## src/rtl/load_use_pkg.sv

```systemverilog
package load_use_pkg;
  typedef enum logic {
    ROLE_ALU        = 1'b0,
    ROLE_STORE_DATA = 1'b1
  } src_role_e;

  typedef struct packed {
    logic reg_we;
    logic mem_we;
    logic mem_re;
  } ex_ctrl_t;

  localparam ex_ctrl_t CTRL_NOP = '{reg_we: 1'b0, mem_we: 1'b0, mem_re: 1'b0};
endpackage

```

## src/rtl/lu_src_cmp.sv

```systemverilog
module lu_src_cmp #(
  parameter int REG_AW = 5
) (
  input  logic                    load_live_i,
  input  logic [REG_AW-1:0]       ex_rd_i,
  input  logic [REG_AW-1:0]       src_i,
  input  logic                    used_i,
  input  load_use_pkg::src_role_e role_i,
  output logic                    hit_o
);
  import load_use_pkg::*;
  // store data is forwarded in the memory stage, so it never needs a bubble
  always_comb hit_o = load_live_i && used_i && (role_i == ROLE_ALU) && (src_i == ex_rd_i);
endmodule

```

## src/rtl/lu_bubble_mux.sv

```systemverilog
module lu_bubble_mux (
  input  logic                   bubble_i,
  input  load_use_pkg::ex_ctrl_t ctrl_i,
  output load_use_pkg::ex_ctrl_t ctrl_o
);
  import load_use_pkg::*;
  always_comb ctrl_o = bubble_i ? CTRL_NOP : ctrl_i;
endmodule

```

## src/rtl/load_use_stall.sv

```systemverilog
module load_use_stall #(
  parameter int REG_AW = 5
) (
  input  logic [REG_AW-1:0] id_rs1_i,
  input  logic              id_rs1_used_i,
  input  logic [REG_AW-1:0] id_rs2_i,
  input  logic              id_rs2_used_i,
  input  logic              id_store_i,
  input  logic              id_reg_we_i,
  input  logic              id_mem_we_i,
  input  logic              id_mem_re_i,
  input  logic              ex_mem_read_i,
  input  logic [REG_AW-1:0] ex_rd_i,
  output logic              pc_we_o,
  output logic              ifid_we_o,
  output logic              idex_bubble_o,
  output logic              idex_reg_we_o,
  output logic              idex_mem_we_o,
  output logic              idex_mem_re_o
);
  import load_use_pkg::*;

  localparam int NUM_SRC = 2;

  logic [NUM_SRC-1:0][REG_AW-1:0] src_addr;
  logic [NUM_SRC-1:0]             src_used;
  src_role_e                      src_role [NUM_SRC];
  logic [NUM_SRC-1:0]             src_hit;
  logic                           load_live;
  logic                           stall;
  ex_ctrl_t                       ctrl_in, ctrl_out;

  // register 0 is hardwired, a load into it produces nothing to wait for
  assign load_live = ex_mem_read_i && (ex_rd_i != '0);

  assign src_addr[0] = id_rs1_i;
  assign src_addr[1] = id_rs2_i;
  assign src_used[0] = id_rs1_used_i;
  assign src_used[1] = id_rs2_used_i;
  assign src_role[0] = ROLE_ALU;
  assign src_role[1] = id_store_i ? ROLE_STORE_DATA : ROLE_ALU;

  for (genvar g = 0; g < NUM_SRC; g++) begin : g_src
    lu_src_cmp #(.REG_AW(REG_AW)) u_cmp (
      .load_live_i (load_live),
      .ex_rd_i     (ex_rd_i),
      .src_i       (src_addr[g]),
      .used_i      (src_used[g]),
      .role_i      (src_role[g]),
      .hit_o       (src_hit[g])
    );
  end

  assign stall = |src_hit;

  assign pc_we_o       = ~stall;
  assign ifid_we_o     = ~stall;
  assign idex_bubble_o = stall;

  assign ctrl_in = '{reg_we: id_reg_we_i, mem_we: id_mem_we_i, mem_re: id_mem_re_i};

  lu_bubble_mux u_mux (
    .bubble_i (stall),
    .ctrl_i   (ctrl_in),
    .ctrl_o   (ctrl_out)
  );

  assign idex_reg_we_o = ctrl_out.reg_we;
  assign idex_mem_we_o = ctrl_out.mem_we;
  assign idex_mem_re_o = ctrl_out.mem_re;
endmodule

```

## config.mk

```make
export PLATFORM = sky130hd
export DESIGN_NAME = load_use_stall
export DESIGN_NICKNAME = d
export VERILOG_FILES = /design/src/rtl/load_use_pkg.sv /design/src/rtl/lu_src_cmp.sv /design/src/rtl/lu_bubble_mux.sv /design/src/rtl/load_use_stall.sv
export SDC_FILE = /design/constraint.sdc
export NUM_CORES = 1
export LEC_CHECK = 0
export BUFFER_PORTS_ARGS = -buffer_cell sky130_fd_sc_hd__buf_2
export CORE_AREA = 10 10 47 49
export DETAILED_ROUTE_END_ITERATION = 10
export DIE_AREA = 0 0 57 59
export PLACE_DENSITY_LB_ADDON = 0.25
export SLEW_MARGIN = 5
export SYNTH_ARGS = -nofsm -noshare
export SYNTH_HDL_FRONTEND = slang
export SYNTH_SLANG_ARGS = --single-unit
```

## constraint.sdc

```tcl
create_clock -name vclk -period 2.1
set_input_delay 0.105 -clock vclk [all_inputs]
set_output_delay 0.105 -clock vclk [all_outputs]
set_load 0.1 [all_outputs]
```

==> impl_metrics.ini <==
[cells_and_area]
nets = 74
drive_above_1_share = 0.600
antenna_cells = 0
numSequentialCells = 0
multiInputGateArea_sq_um = 170
seq_area_sq_um = 0
instances_no_fill = 66
n_fill_cell = 173
fin_area_sq_um = 330
areaGrowthSynthToFinish_pct = 85.9
n_clock_buffer = 0

[worst_setup_path]
worstPathRequired_ns = 2.00
critPathArrivalTime_ns = 1.55
worstSetupPathType = primary input to primary output
cp_max_fo = 5
end_kind = primary output
cp-start-kind = primary input

[drt]
first_pass_iters = 2
ant_nets = 0
vias_per_cell = 3.88
vias = 256
drt_drc_violations_left = 0
drt_iter0_markers = 2
wirelength_um = 785
wire_per_inst_um = 11.9

[synthesis]
synth_commonest_cells = 10 x xnor2_1, 2 x a21boi_1, 2 x nand2_1, 2 x nand4_1
ys_warn_count = 0
synth_nets = 45
synth_top_area_share = 0.493
synth_most_common_cell = xnor2_1
syn-instance-count = 23
synth_cell_type_count = 11
syn_area_sq_um = 178
ys_top_cells_by_area = xnor2_1 49%, a21boi_1 8.5%, nand4_1 7.0%, a21boi_2 6.3%, o21a_2 4.9%
syn_area_per_cell_sq_um = 7.72
seq_area_frac_synth = 0
yosysTopAreaCell = xnor2_1

[timing]
tns_ns = 0
clock.fmax_ghz = 0.605
layout_setup_ws_ns = 0.448
rsz0062_at_grt = no
final_max_slew_viol_count = 0
hold_violations = 0
setup-violations-final = 0
period_share = 0.787
slew_headroom = 0.676
tightest_slew_ns = 0.489
period_needed_ns = 1.65

[cts]
post-cts-setup-buffer-count = 0
cts_resized = 0
cts-hold-fix-buffers = 0

[worst_hold_path]
whs_path_depth = 3
min-delay-start = id_mem_we_i
min_path_type = primary input to primary output
min_to = idex_mem_we_o

[place]
gp_congestion = 0.624
portBuffers = 28
dp_cells = 66
placed_cell_area_sq_um = 330
place_ws_ns = 0.438

[power]
total_power_mw = 0.0884
p_leak_nw = 0.151
powerDensity_nw_per_um2 = 268
peakVddDrop_mv = 0.120

[floorplan]
ios = 28
die_h_um = 59
fp.dieW_um = 57
die-area_sq_um = 3360
start_util = 0.127
rows = 14
core_area_sq_um = 1400

[run]
maxCapViolCount = 0

[grt]
grt-ovfl-total = 0
antenna_found_initial = 0
grt_pass1_vias = 281
grt_usage = 0.0380
grt_max_degree = 6
grt_pass1_wl_mm = 1.17

[status]
outcome = complete, no violations
-- worst max-delay path, cell delays in order --
cell,delay [ns]
buf_2,0.12
or4_1,0.52
o21a_2,0.24
a21boi_1,0.12
buf_2,0.44
-- how the worst max path moves through the flow --
stage	start	to	cells past startpoint
6_report	ex_rd_i[0]	idex_mem_re_o	5
5_1_grt	ex_rd_i[0]	idex_mem_re_o	5
4_1_cts	ex_rd_i[0]	idex_mem_we_o	5
3_5_place_dp	ex_rd_i[0]	idex_mem_we_o	5
3_3_place_gp	ex_rd_i[0]	idex_mem_we_o	5
2_1_floorplan	ex_rd_i[0]	idex_mem_re_o	3
-- cells by family after synthesis --
group	after synthesis	share of synthesized area
simple gates	7	0.232
buf+inv	1	0.0423
xor+xnor	10	0.493
compound gates	5	0.232
-- layout by cell type (no fill, tap or decap) --
cell,n
o21a_2,1
a21boi_1,2
nand2_1,2
nand3b_1,1
buf_2,28
or4_1,1
xnor2_1,10
nand4_1,2
a21boi_2,1
and2_1,1
o22ai_1,1
-- power breakdown --
group          switching [mW]  internal (mW)  leakage (nW)  total [mW]
clock network               0              0             0           0
registers                   0              0             0           0
logic                  0.0533         0.0350         0.151      0.0884
-- layer usage --
metal,part of all wire,up-vias,wire [um],global-route usage
li1,-,135,-,-
met1,0.48,102,375,0.0521
met2,0.36,19,286,0.0512
met3,0.16,0,123,0.0236
met4,0,0,0,0
met5,0,-,0,0
-- metrics by stage --
stage / util / hold slack (ns)
5_1_grt: 0.236 / 0.715
2_1_floorplan: - / 0.518
3_3_place_gp: 0.236 / 0.701
6_report: 0.236 / 0.699
3_5_place_dp: 0.236 / 0.701
4_1_cts: 0.236 / 0.702
-- cell type report --
type | instances | area share
multi-input cells | 22 | 0.515
well taps | 16 | 0.0606
repair buffers | 28 | 0.424
Power figures use the tool's default switching activity.
